[src/rtl/bias_track_ctrl.sv]
module bias_track_ctrl #(
  parameter int SETTLE_CYCLES = 250,
  parameter logic [6:0] START_TIMER_VAL = 7'h1E,
  parameter logic [6:0] DONE_TIMER_VAL = 7'h0A
) (
  input  logic       clk,
  input  logic       rst_n,
  input  logic       en_req,
  input  logic       dis_req,
  input  logic [2:0] squelch_in,
  output logic       busy,
  output logic [1:0] use_count,
  output logic       underflow,
  output logic       trk_clk_en,
  output logic       bias_pd,
  output logic       trk_pd,
  output logic [2:0] squelch_lvl,
  output logic [6:0] start_timer,
  output logic [6:0] done_timer
);
  localparam int WW = (SETTLE_CYCLES > 1) ? $clog2(SETTLE_CYCLES) : 1;
  localparam logic [WW-1:0] WAIT_LAST = WW'(SETTLE_CYCLES - 1);

  typedef enum logic [2:0] {S_IDLE, S_TIMERS, S_BIAS, S_WAIT, S_CLKOFF} state_t;
  state_t state;
  logic [WW-1:0] wait_cnt;

  wire do_en  = (state == S_IDLE) && en_req && !dis_req;
  wire do_dis = (state == S_IDLE) && dis_req && !en_req;

  assign busy = (state != S_IDLE);

  always_ff @(posedge clk) begin
    if (!rst_n) begin
      state       <= S_IDLE;
      wait_cnt    <= '0;
      use_count   <= 2'd0;
      underflow   <= 1'b0;
      trk_clk_en  <= 1'b0;
      bias_pd     <= 1'b1;
      trk_pd      <= 1'b1;
      squelch_lvl <= 3'd0;
      start_timer <= 7'd0;
      done_timer  <= 7'd0;
    end else begin
      underflow <= 1'b0;
      case (state)
        S_IDLE: begin
          if (do_en) begin
            if (use_count == 2'd0) begin
              trk_clk_en <= 1'b1;
              state      <= S_TIMERS;
            end
            if (use_count != 2'd3) use_count <= use_count + 2'd1;
          end else if (do_dis) begin
            if (use_count == 2'd0) begin
              underflow <= 1'b1;
            end else begin
              use_count <= use_count - 2'd1;
              if (use_count == 2'd1) begin
                trk_pd <= 1'b1;
                state  <= S_CLKOFF;
              end
            end
          end
        end
        S_TIMERS: begin
          start_timer <= START_TIMER_VAL;
          done_timer  <= DONE_TIMER_VAL;
          state       <= S_BIAS;
        end
        S_BIAS: begin
          bias_pd     <= 1'b0;
          squelch_lvl <= squelch_in;
          wait_cnt    <= '0;
          state       <= S_WAIT;
        end
        S_WAIT: begin
          if (wait_cnt == WAIT_LAST) begin
            trk_pd <= 1'b0;
            state  <= S_IDLE;
          end else begin
            wait_cnt <= wait_cnt + 1'b1;
          end
        end
        S_CLKOFF: begin
          trk_clk_en <= 1'b0;
          state      <= S_IDLE;
        end
        default: state <= S_IDLE;
      endcase
    end
  end
endmodule


[config.mk]
export PLATFORM = sky130hd
export DESIGN_NAME = bias_track_ctrl
export DESIGN_NICKNAME = d
export VERILOG_FILES = /design/src/rtl/bias_track_ctrl.sv
export SDC_FILE = /design/constraint.sdc
export NUM_CORES = 1
export LEC_CHECK = 0
export BUFFER_PORTS_ARGS = -buffer_cell sky130_fd_sc_hd__buf_4
export CORE_MARGIN = 3
export CORE_UTILIZATION = 45
export DETAILED_ROUTE_END_ITERATION = 10
export PLACE_DENSITY = 0.73
export SYNTH_ARGS = -nofsm -noshare
export SYNTH_HDL_FRONTEND = slang
export SYNTH_SLANG_ARGS = --single-unit
[constraint.sdc]
create_clock -name clk -period 1.5 [get_ports clk]
set_clock_uncertainty 0.15 [all_clocks]
set_input_delay 0.225 -clock clk [delete_from_list [all_inputs] [get_ports clk]]
set_output_delay 0.225 -clock clk [all_outputs]
set_load 0.02 [all_outputs]
==> results.cfg <==
[placed_design]
gp_congestion = 0.906
io_buffers = 22
dp_hpwl_um = 1680
dp_cells = 171
place_ws_ns = -0.0902

[drt]
vias = 1009
via_per_inst = 5.17
totalWireLength_um = 2800
antenna_left = 0
drc = 0
wl_per_cell_um = 14.3
first_pass_iters = 4
drtIter0Drc = 19

[global_routing]
grt_pass1_wl_um = 3820
grt_pass1_vias = 906
grt_overflow = 0
grt_max_degree = 14
antenna_found_initial = 0
track_usage_pct = 17.7

[timing]
fin_crit_ns = 1.58
holdWs_ns = 0.00300
hold_violations = 0
tns_ns = -0.268
max_freq_mhz = 634
rsz0062_at_grt = yes
worst_slack_ns = -0.0776
final_max_slew_viol_count = 0
setup-violations-final = 6
post-route-period-util_pct = 105

[finish]
num_antenna_cells = 0
syn2layout_area_growth_pct = 46.6
drive_above_1_share_pct = 49.1
instances_no_fill = 195
fin_util_pct = 70.7
fin_nets = 180

[pwr]
power.static_leakage_nw = 0.708
power_density_nw_per_um2 = 884
ir_worst_vdd_mv = 0.925

[clock_tree]
cts_tree = built
clkSinkCount = 21
clockRootBuffer = clkbuf_4
cts_buffer_depth = 2
cts_inserted_buffers = 3
clk_latency_ns = 0.32
cts.clk_slew.worst_paths_ns = 0.12
htree_levels = 1

[floorplan]
die_x_um = 55.2
die_h_um = 55.2
initial_core_util_pct = 48.2
coreArea_um2 = 2250
fp-row-count = 17
io_pins = 31
die-area_um2 = 3040

[worst_setup_path]
cp.arrival_ns = 1.65
end_kind = flop
crit_path_start_kind = flop
crit_type = flop to flop
cp_max_fo = 6
critPathRequiredTime_ns = 1.58

[synth]
synth_cell_types = 36
ys.flop_type = dfxtp_1
postSynthAreaPerCell_um2 = 8.84
synthCells = 123
ys_async_sr_fraction_pct = 0
ys_ff_latch = 21
syn_area_um2 = 1090
ys_warn_count = 0
synth_seq_area_share_pct = 38.7
synth_edf_count = 0

[run_status]
status = complete, but fails checks
violations = setup timing

[run]
cap_violations = 0

[hold_path]
hold_path_class = input pin to flop
## layout by cell type, fill, tap and decap left out, drive strengths merged, types with 2 or more instances in the layout
| cell | Yosys | routed |
|---|---|---|
| nand3 | 4 | 4 |
| a21oi | 3 | 3 |
| xnor2 | 2 | 2 |
| xor2 | 5 | 5 |
| inv | 7 | 7 |
| ha | 5 | 5 |
| nor4 | 4 | 4 |
| nor2 | 14 | 14 |
| nand4 | 4 | 4 |
| o31ai | 2 | 2 |
| and3 | 2 | 2 |
| dfxtp | 21 | 21 |
| buf | 16 | 49 |
| mux2i | 3 | 3 |
| nor3b | 2 | 2 |
| nand2 | 8 | 8 |
| o21ai | 2 | 2 |
| dlygate4sd3 | 0 | 3 |
| clkbuf | 3 | 3 |
| conb | 1 | 8 |
| nor2b | 2 | 2 |
## cells in the mapped netlist, types with 2 or more instances
cell type,number,area [um^2]
a21oi_1,3,15.0
and3_1,2,12.5
buf_2,3,15.0
buf_4,13,97.6
clkbuf_1,2,7.51
dfxtp_1,21,420
ha_1,5,62.6
inv_1,6,22.5
mux2i_1,3,30.0
nand2_1,8,30.0
nand3_1,4,20.0
nand4_1,4,25.0
nor2_1,14,52.6
nor2b_1,2,12.5
nor3b_1,2,15.0
nor4_1,4,25.0
o21ai_0,2,10.0
o31ai_1,2,15.0
xnor2_1,2,17.5
xor2_1,5,43.8
## stage by stage
stage               instance area (um^2)  power [mW]
detailed placement                  1270        1.04
global route                        1590        1.49
CTS                                 1470        1.36
floorplan                           1120       0.917
global placement                    1270        1.02
finish                              1590        1.41
## kinds of logic (layout without fill, tap and decap cells)
family                   after synthesis  count (layout)  synth area share [%]
multiplexers                           3               3                  2.76
flip-flops                            21              21                  38.7
buffers and inverters                 26              63                  13.9
AO/OA/AOI/OAI                         13              13                  9.78
other                                  1               8                 0.345
AND/OR/NAND/NOR                       47              47                  23.1
adder cells (fa/ha/maj)                5               5                  5.75
XOR/XNOR                               7               7                  5.64
## layout make-up
cell class / instances / area (um^2)
inverters: 7 / 26.3
fillers: 152 / 661
clock buffers: 3 / 22.5
repair buffers: 52 / 417
well taps: 28 / 35.0
flip-flops and latches: 21 / 442
clock inverters: 1 / 7.51
multi-input cells: 83 / 644
## routing by layer
| layer | GRT usage [%] | vias to the layer above | wire length, um |
|---|---|---|---|
| li1 | - | 489 | - |
| met1 | 20.1 | 469 | 1100 |
| met2 | 31.7 | 41 | 1430 |
| met3 | 5.63 | 10 | 183 |
| met4 | 4.86 | 0 | 89 |
| met5 | 0 | - | 0 |
## power by group
group	internal (mW)	leakage [nW]	switching [mW]
clock	0.102	0.0139	0.188
sequential	0.596	0.177	0.0388
combinational	0.231	0.517	0.253
## worst max-delay path: stages, from the launching register on
cell and delay, ns:
dfxtp_4 0.40, ha_4 0.13, nand2_2 0.07, o311ai_4 0.45
nand4_1 0.20, o41ai_2 0.08
## path summary, 6_finish.rpt
kind | cells past startpoint | from | end | slack [ns]
setup / recovery | 5 | wait_cnt[0]$_SDFFE_PN0P_ | wait_cnt[1]$_SDFFE_PN0P_ | -0.08
hold / removal | 3 | squelch_in[2] | squelch_lvl[2]$_SDFFE_PN0P_ | 0.003
hold reg to reg | 2 | bias_pd$_SDFFE_PN1P_ | bias_pd$_SDFFE_PN1P_ | 0.32
setup reg to reg | 5 | wait_cnt[0]$_SDFFE_PN0P_ | wait_cnt[1]$_SDFFE_PN0P_ | -0.08
## repair_timing
| item | 4_1_cts | 5_1_grt |
|---|---|---|
| hold buffers | 3 | 0 |
| hold endpoints to repair | 3 | 0 |
| setup buffers | 11 | 6 |
| gates resized for setup | 22 | 16 |
| setup endpoints to repair | 17 | 17 |
| pin swaps | 8 | 17 |
| gates cloned | 0 | 0 |
## registers in the layout, summed over array words and instances, names as in the netlist
name	cells
underflow	1
state	3
trk_clk_en	1
squelch_lvl	3
bias_pd	1
use_count	2
done_timer	1
trk_pd	1
wait_cnt	8
Power figures use the tool's default switching activity.
